$ cat config.mk
export PLATFORM = sky130hd
export DESIGN_NAME = lutmul_array
export DESIGN_NICKNAME = d
export VERILOG_FILES = /design/src/rtl/lutmul_pkg.sv /design/src/rtl/lutmul_row.sv /design/src/rtl/lutmul_accum.sv /design/src/rtl/lutmul_array.sv
export SDC_FILE = /design/constraint.sdc
export NUM_CORES = 1
export LEC_CHECK = 0
export BUFFER_PORTS_ARGS = -buffer_cell sky130_fd_sc_hd__clkbuf_2
export CORE_MARGIN = 3
export CORE_UTILIZATION = 45
export DETAILED_ROUTE_END_ITERATION = 10
export HOLD_SLACK_MARGIN = 0.06
export PLACE_DENSITY_LB_ADDON = 0.3
export SLEW_MARGIN = 15
export SYNTH_ARGS = -nofsm -noshare
export SYNTH_HDL_FRONTEND = slang
export SYNTH_SLANG_ARGS = --single-unit
$ cat constraint.sdc
create_clock -name clk -period 1 [get_ports clk]
set_input_delay 0.15 -clock clk [delete_from_list [all_inputs] [get_ports clk]]
set_output_delay 0.15 -clock clk [all_outputs]
set_load 0.03 [all_outputs]
$ cat src/rtl/lutmul_pkg.sv
package lutmul_pkg;

    // Majority of three: the ripple carry of one pair-row cell.
    function automatic logic maj3(input logic a, input logic b, input logic c);
        return (a & b) | (a & c) | (b & c);
    endfunction

    // Three-input parity: the sum bit of one pair-row cell.
    function automatic logic par3(input logic a, input logic b, input logic c);
        return a ^ b ^ c;
    endfunction

    // Width of X after padding to an even count of bits.
    function automatic int even_width(input int w);
        return w + (w % 2);
    endfunction

endpackage

$ cat src/rtl/lutmul_row.sv
// One array row: (2*xhi + xlo) * y, rippled through YW+1 cells.
module lutmul_row #(
    parameter int YW = 8,
    localparam int RW = YW + 2
) (
    input  logic          xlo,
    input  logic          xhi,
    input  logic [YW-1:0] y,
    output logic [RW-1:0] row
);
    import lutmul_pkg::*;

    // Multiplicand with a zero guard bit on each side:
    // yg[j+1] = y[j], yg[0] = y[-1] = 0, yg[YW+1] = y[YW] = 0.
    logic [YW+1:0] yg;
    assign yg = {1'b0, y, 1'b0};

    always_comb begin
        logic rip;
        logic lo_term;
        logic hi_term;
        row = '0;
        rip = 1'b0;
        for (int j = 0; j <= YW; j++) begin
            lo_term = xlo & yg[j+1];
            hi_term = xhi & yg[j];
            row[j]  = par3(lo_term, hi_term, rip);
            rip     = maj3(lo_term, hi_term, rip);
        end
        row[RW-1] = rip;
    end

endmodule

$ cat src/rtl/lutmul_accum.sv
// Chain of adders: row k enters with weight 4^k.
module lutmul_accum #(
    parameter int ROWS = 4,
    parameter int RW   = 10,
    parameter int SW   = 16
) (
    input  logic [ROWS*RW-1:0] rows_flat,
    output logic [SW-1:0]      total
);
    logic [SW-1:0] part [0:ROWS];

    assign part[0] = '0;

    for (genvar k = 0; k < ROWS; k++) begin : g_stage
        logic [SW-1:0] shifted;
        assign shifted    = SW'(rows_flat[k*RW +: RW]) << (2 * k);
        assign part[k+1]  = part[k] + shifted;
    end

    assign total = part[ROWS];

endmodule

$ cat src/rtl/lutmul_array.sv
module lutmul_array #(
    parameter int XW = 8,
    parameter int YW = 8,
    localparam int PW = XW + YW
) (
    input  logic          clk,
    input  logic          rst_n,
    input  logic          mul_go,
    input  logic [XW-1:0] mul_x,
    input  logic [YW-1:0] mul_y,
    output logic          prod_ok,
    output logic [PW-1:0] prod_out
);
    import lutmul_pkg::*;

    localparam int XP   = even_width(XW);
    localparam int ROWS = XP / 2;
    localparam int RW   = YW + 2;
    localparam int SW   = XP + YW;

    logic [XP-1:0]      x_pad;
    logic [ROWS*RW-1:0] rows_flat;
    logic [SW-1:0]      sum_full;
    logic [PW-1:0]      prod_next;

    assign x_pad = XP'(mul_x);

    for (genvar r = 0; r < ROWS; r++) begin : g_row
        lutmul_row #(.YW(YW)) u_row (
            .xlo (x_pad[2*r]),
            .xhi (x_pad[2*r+1]),
            .y   (mul_y),
            .row (rows_flat[r*RW +: RW])
        );
    end

    lutmul_accum #(.ROWS(ROWS), .RW(RW), .SW(SW)) u_accum (
        .rows_flat (rows_flat),
        .total     (sum_full)
    );

    assign prod_next = PW'(sum_full);

    always_ff @(posedge clk or negedge rst_n) begin
        if (!rst_n) begin
            prod_ok  <= 1'b0;
            prod_out <= '0;
        end else begin
            prod_ok <= mul_go;
            if (mul_go) begin
                prod_out <= prod_next;
            end
        end
    end

endmodule

==> flow_summary_export.csv <==
group,metric,value,unit
outcome,status,"finished with violations",
outcome,violations,"setup timing",
clock_tree,tritoncts,"done",
sta,tightest_slew,0.452,ns
drt,wl,6310,um
synth,synth_flop_cell,"dfrtp_1",
sta,relSlewSlack,69.8,%
worst_setup_path,cp.depth,21,
worst_setup_path,path_class,"input pin to register",
synth,synthCells,276,
grt,grt_start_max_net_pins,18,
floorplan,die_w,81.9,um
sta,fin_ws,-3.60,ns
power,swShare,45.6,%
clock_tree,clock-sinks,17,
synth,seq_area_frac_synth,16.4,%
worst_setup_path,reg2reg_to,"prod_out[13]",
placed_design,dpl.hpwl,5130,um
floorplan,coreArea,5540,um^2
grt,track_usage,20.2,%
sta,rsz0062_at_grt,"yes",
cells_and_area,drive_gt1_share,42.3,%
power,pwr-share-clk,7.0,%
flow_run,maxCapViolations,0,
cells_and_area,area_growth_syn_to_layout,40.9,%
cells_and_area,antenna_cells,0,
drt,drt_first_pass_iters,4,
power,power.internal,4.21,mW
sta,finalSetupViolCount,14,
sta,finalCriticalPeriod,4.60,ns
drt,drt_iter0_markers,102,
cells_and_area,mostFrequentLayoutCells,"buf_4, nand2_1, inv_1",
worst_setup_path,critPathBufInv,5,
power,p_comb_share,78.4,%
synth,async_reset_ff_share,100,%
worst_setup_path,crit_required,1.14,ns
worst_setup_path,crit_top_cell,"fa_2",
synth,synth_edf_count,0,
cells_and_area,mostFrequentLayoutCell,"buf_4",
grt,grt_pass1_wl,10500,um
floorplan,die_h,81.9,um
worst_setup_path,endpoint_kind,"register",
synth,synthesis.area,2590,um^2
placed_design,dp_slack,-4.08,ns
grt,grt_remaining_overflow,0,
clock_tree,clockRootBuffer,"clkbuf_8",
worst_setup_path,cp_slowest_cell,"fa_1",
clock_tree,path_clk_slew,0.08,ns
synth,ys_warn_count,0,
worst_setup_path,cp_top_family,"adder cells",
drt,drc,0,
sta,hold_violations,0,
worst_setup_path,crit_end,"prod_out[9]",
drt,dr_total_vias,2236,
grt,grt_pass1_vias,2298,
power,switching_power,3.53,mW
floorplan,dieArea,6710,um^2
power,seqPwrFrac,14.6,%
sta,max_freq,217,MHz
drt,ant_nets,0,
synth,syn_avg_cell_area,9.39,um^2
worst_setup_path,r2r_slack,0.03,ns
worst_setup_path,r2r-start,"prod_out[13]",
worst_hold_path,hold_class,"input pin to register",
worst_setup_path,critPathMaxStageDelay,0.50,ns
sta,drv_slew,0,
placed_design,port_buffers,35,
synth,synth_cell_types,44,
power,vdd_ir_drop_max,1.38,mV
sta,final.period_utilization,460,%
worst_setup_path,path_max_fanout,5,
clock_tree,cts_buffers,3,
worst_setup_path,crit_chain,"buf_8, and2_4, ha_4, fa_2, inv_2, fa_2, fa_2, fa_2, fa_2, fa_2, inv_2, ha_4, inv_2, fa_1, fa_1, inv_2, ha_4, o211ai_1, o21ai_1, xor2_1, mux2_4",
placed_design,placed_cell_area,3250,um^2
floorplan,initial_utilization,46.8,%
drt,avgRoutedWirePerCell,14.7,um
worst_setup_path,worstPathArrival,4.75,ns
floorplan,io_pins,36,
synth,syn_nets,362,
drt,via_per_inst,5.21,
cells_and_area,fin_nets,444,
power,total_power,7.75,mW
clock_tree,clock_path_buffers,2,
grt,antenna_found_initial,0,
cells_and_area,finalInstanceArea,3650,um^2
placed_design,gp_congestion,0.850,
clock_tree,ctsHtreeMaxLevel,1,
synth,synth-seq-cells,17,
worst_setup_path,crit_start,"mul_y[1]",
worst_setup_path,start_kind,"input pin",
worst_setup_path,r2r_cells,2,
floorplan,num_rows,27,
power,p_leak,1.71,nW
power,p_per_area,2120,nW/um^2
sta,skew,0,ns
sta,fin_tns_setup,-39.35,ns
clock_tree,clock_latency,0.26,ns
power by group through the flow:
stage / clock network, mW / registers (mW) / logic [mW]
after floorplan: 0 / 1.65 / 2.97
after global placement: 0 / 1.12 / 4.90
after detailed placement: 0 / 1.13 / 5.00
after CTS: 0.557 / 1.12 / 5.57
after global routing: 0.583 / 1.16 / 6.71
final: 0.544 / 1.13 / 6.07
synth_stat cells (2+ instances only):
library cell / n / area, um^2
fa_1: 38 / 761
inv_1: 38 / 143
o21ai_0: 8 / 40.0
mux2_2: 7 / 78.8
and3_1: 2 / 12.5
o2bb2ai_1: 2 / 17.5
dfrtp_1: 17 / 425
nand2_1: 45 / 169
a211oi_2: 2 / 25.0
ha_1: 29 / 363
xnor2_1: 2 / 17.5
nor2_1: 5 / 18.8
buf_2: 3 / 15.0
a21o_1: 2 / 15.0
a211oi_1: 3 / 22.5
o211ai_1: 2 / 15.0
clkbuf_1: 4 / 15.0
nand3_1: 5 / 25.0
nand4_1: 2 / 12.5
a21oi_1: 10 / 50.1
and2_1: 27 / 169
worst reg2reg max path: stages, from the launching register on:
cell,delay (ns)
dfrtp_1,0.42
a221oi_2,0.29
o311ai_1,0.13
area by class of cell:
type,count,area (um^2)
clock buffer,3,41.3
timing repair buffer,85,644
inverter,39,146
fill,451,1890
clock inverter,1,5.00
multi-input combinational,212,2300
tap,72,90.1
sequential,17,425
sequential cells by signal, indices dropped and copies added, names as in the netlist:
signal and flops:
prod_out 16, prod_ok 1
through the flow:
| step | hold WS, ns | util [%] | std cells |
|---|---|---|---|
| after floorplan | -0.146 | - | 276 |
| after global placement | 0.120 | 58.7 | 415 |
| after detailed placement | 0.123 | 58.7 | 415 |
| after CTS | 0.289 | 63.0 | 423 |
| after global routing | 0.367 | 65.9 | 429 |
| final | 0.336 | 65.9 | 429 |
repair_timing:
action	CTS	global route
pin swaps	18	10
setup buffers	3	6
endpoints found under the hold margin	18	0
resized for setup	28	49
setup endpoints to repair	15	27
hold buffers	2	0
worst min-delay path by stage:
stage,from,to,slack [ns],depth (start not counted)
after detailed placement,rst_n,prod_out[0],0.12,1
after global routing,mul_go,prod_out[13],0.37,4
final,mul_x[0],prod_out[0],0.34,5
after global placement,rst_n,prod_out[5],0.12,1
after CTS,mul_x[0],prod_out[0],0.29,4
after floorplan,rst_n,prod_ok,-0.15,0
layer usage:
metal  share of wire, %  track usage (%)
met5                  0                0
met1                 43             25.6
met2                 53             37.1
met4                1.2             2.49
met3                2.5             2.85
cell families after synthesis:
group	count (synthesis)	synth area share [%]
simple gates	93	17.5
buf+inv	47	7.24
fa+ha+maj	67	43.3
flops	17	16.4
mux	8	3.43
xor+xnor	3	1.01
compound gates	41	11.1
No activity file was read; power rests on OpenSTA's default activity.
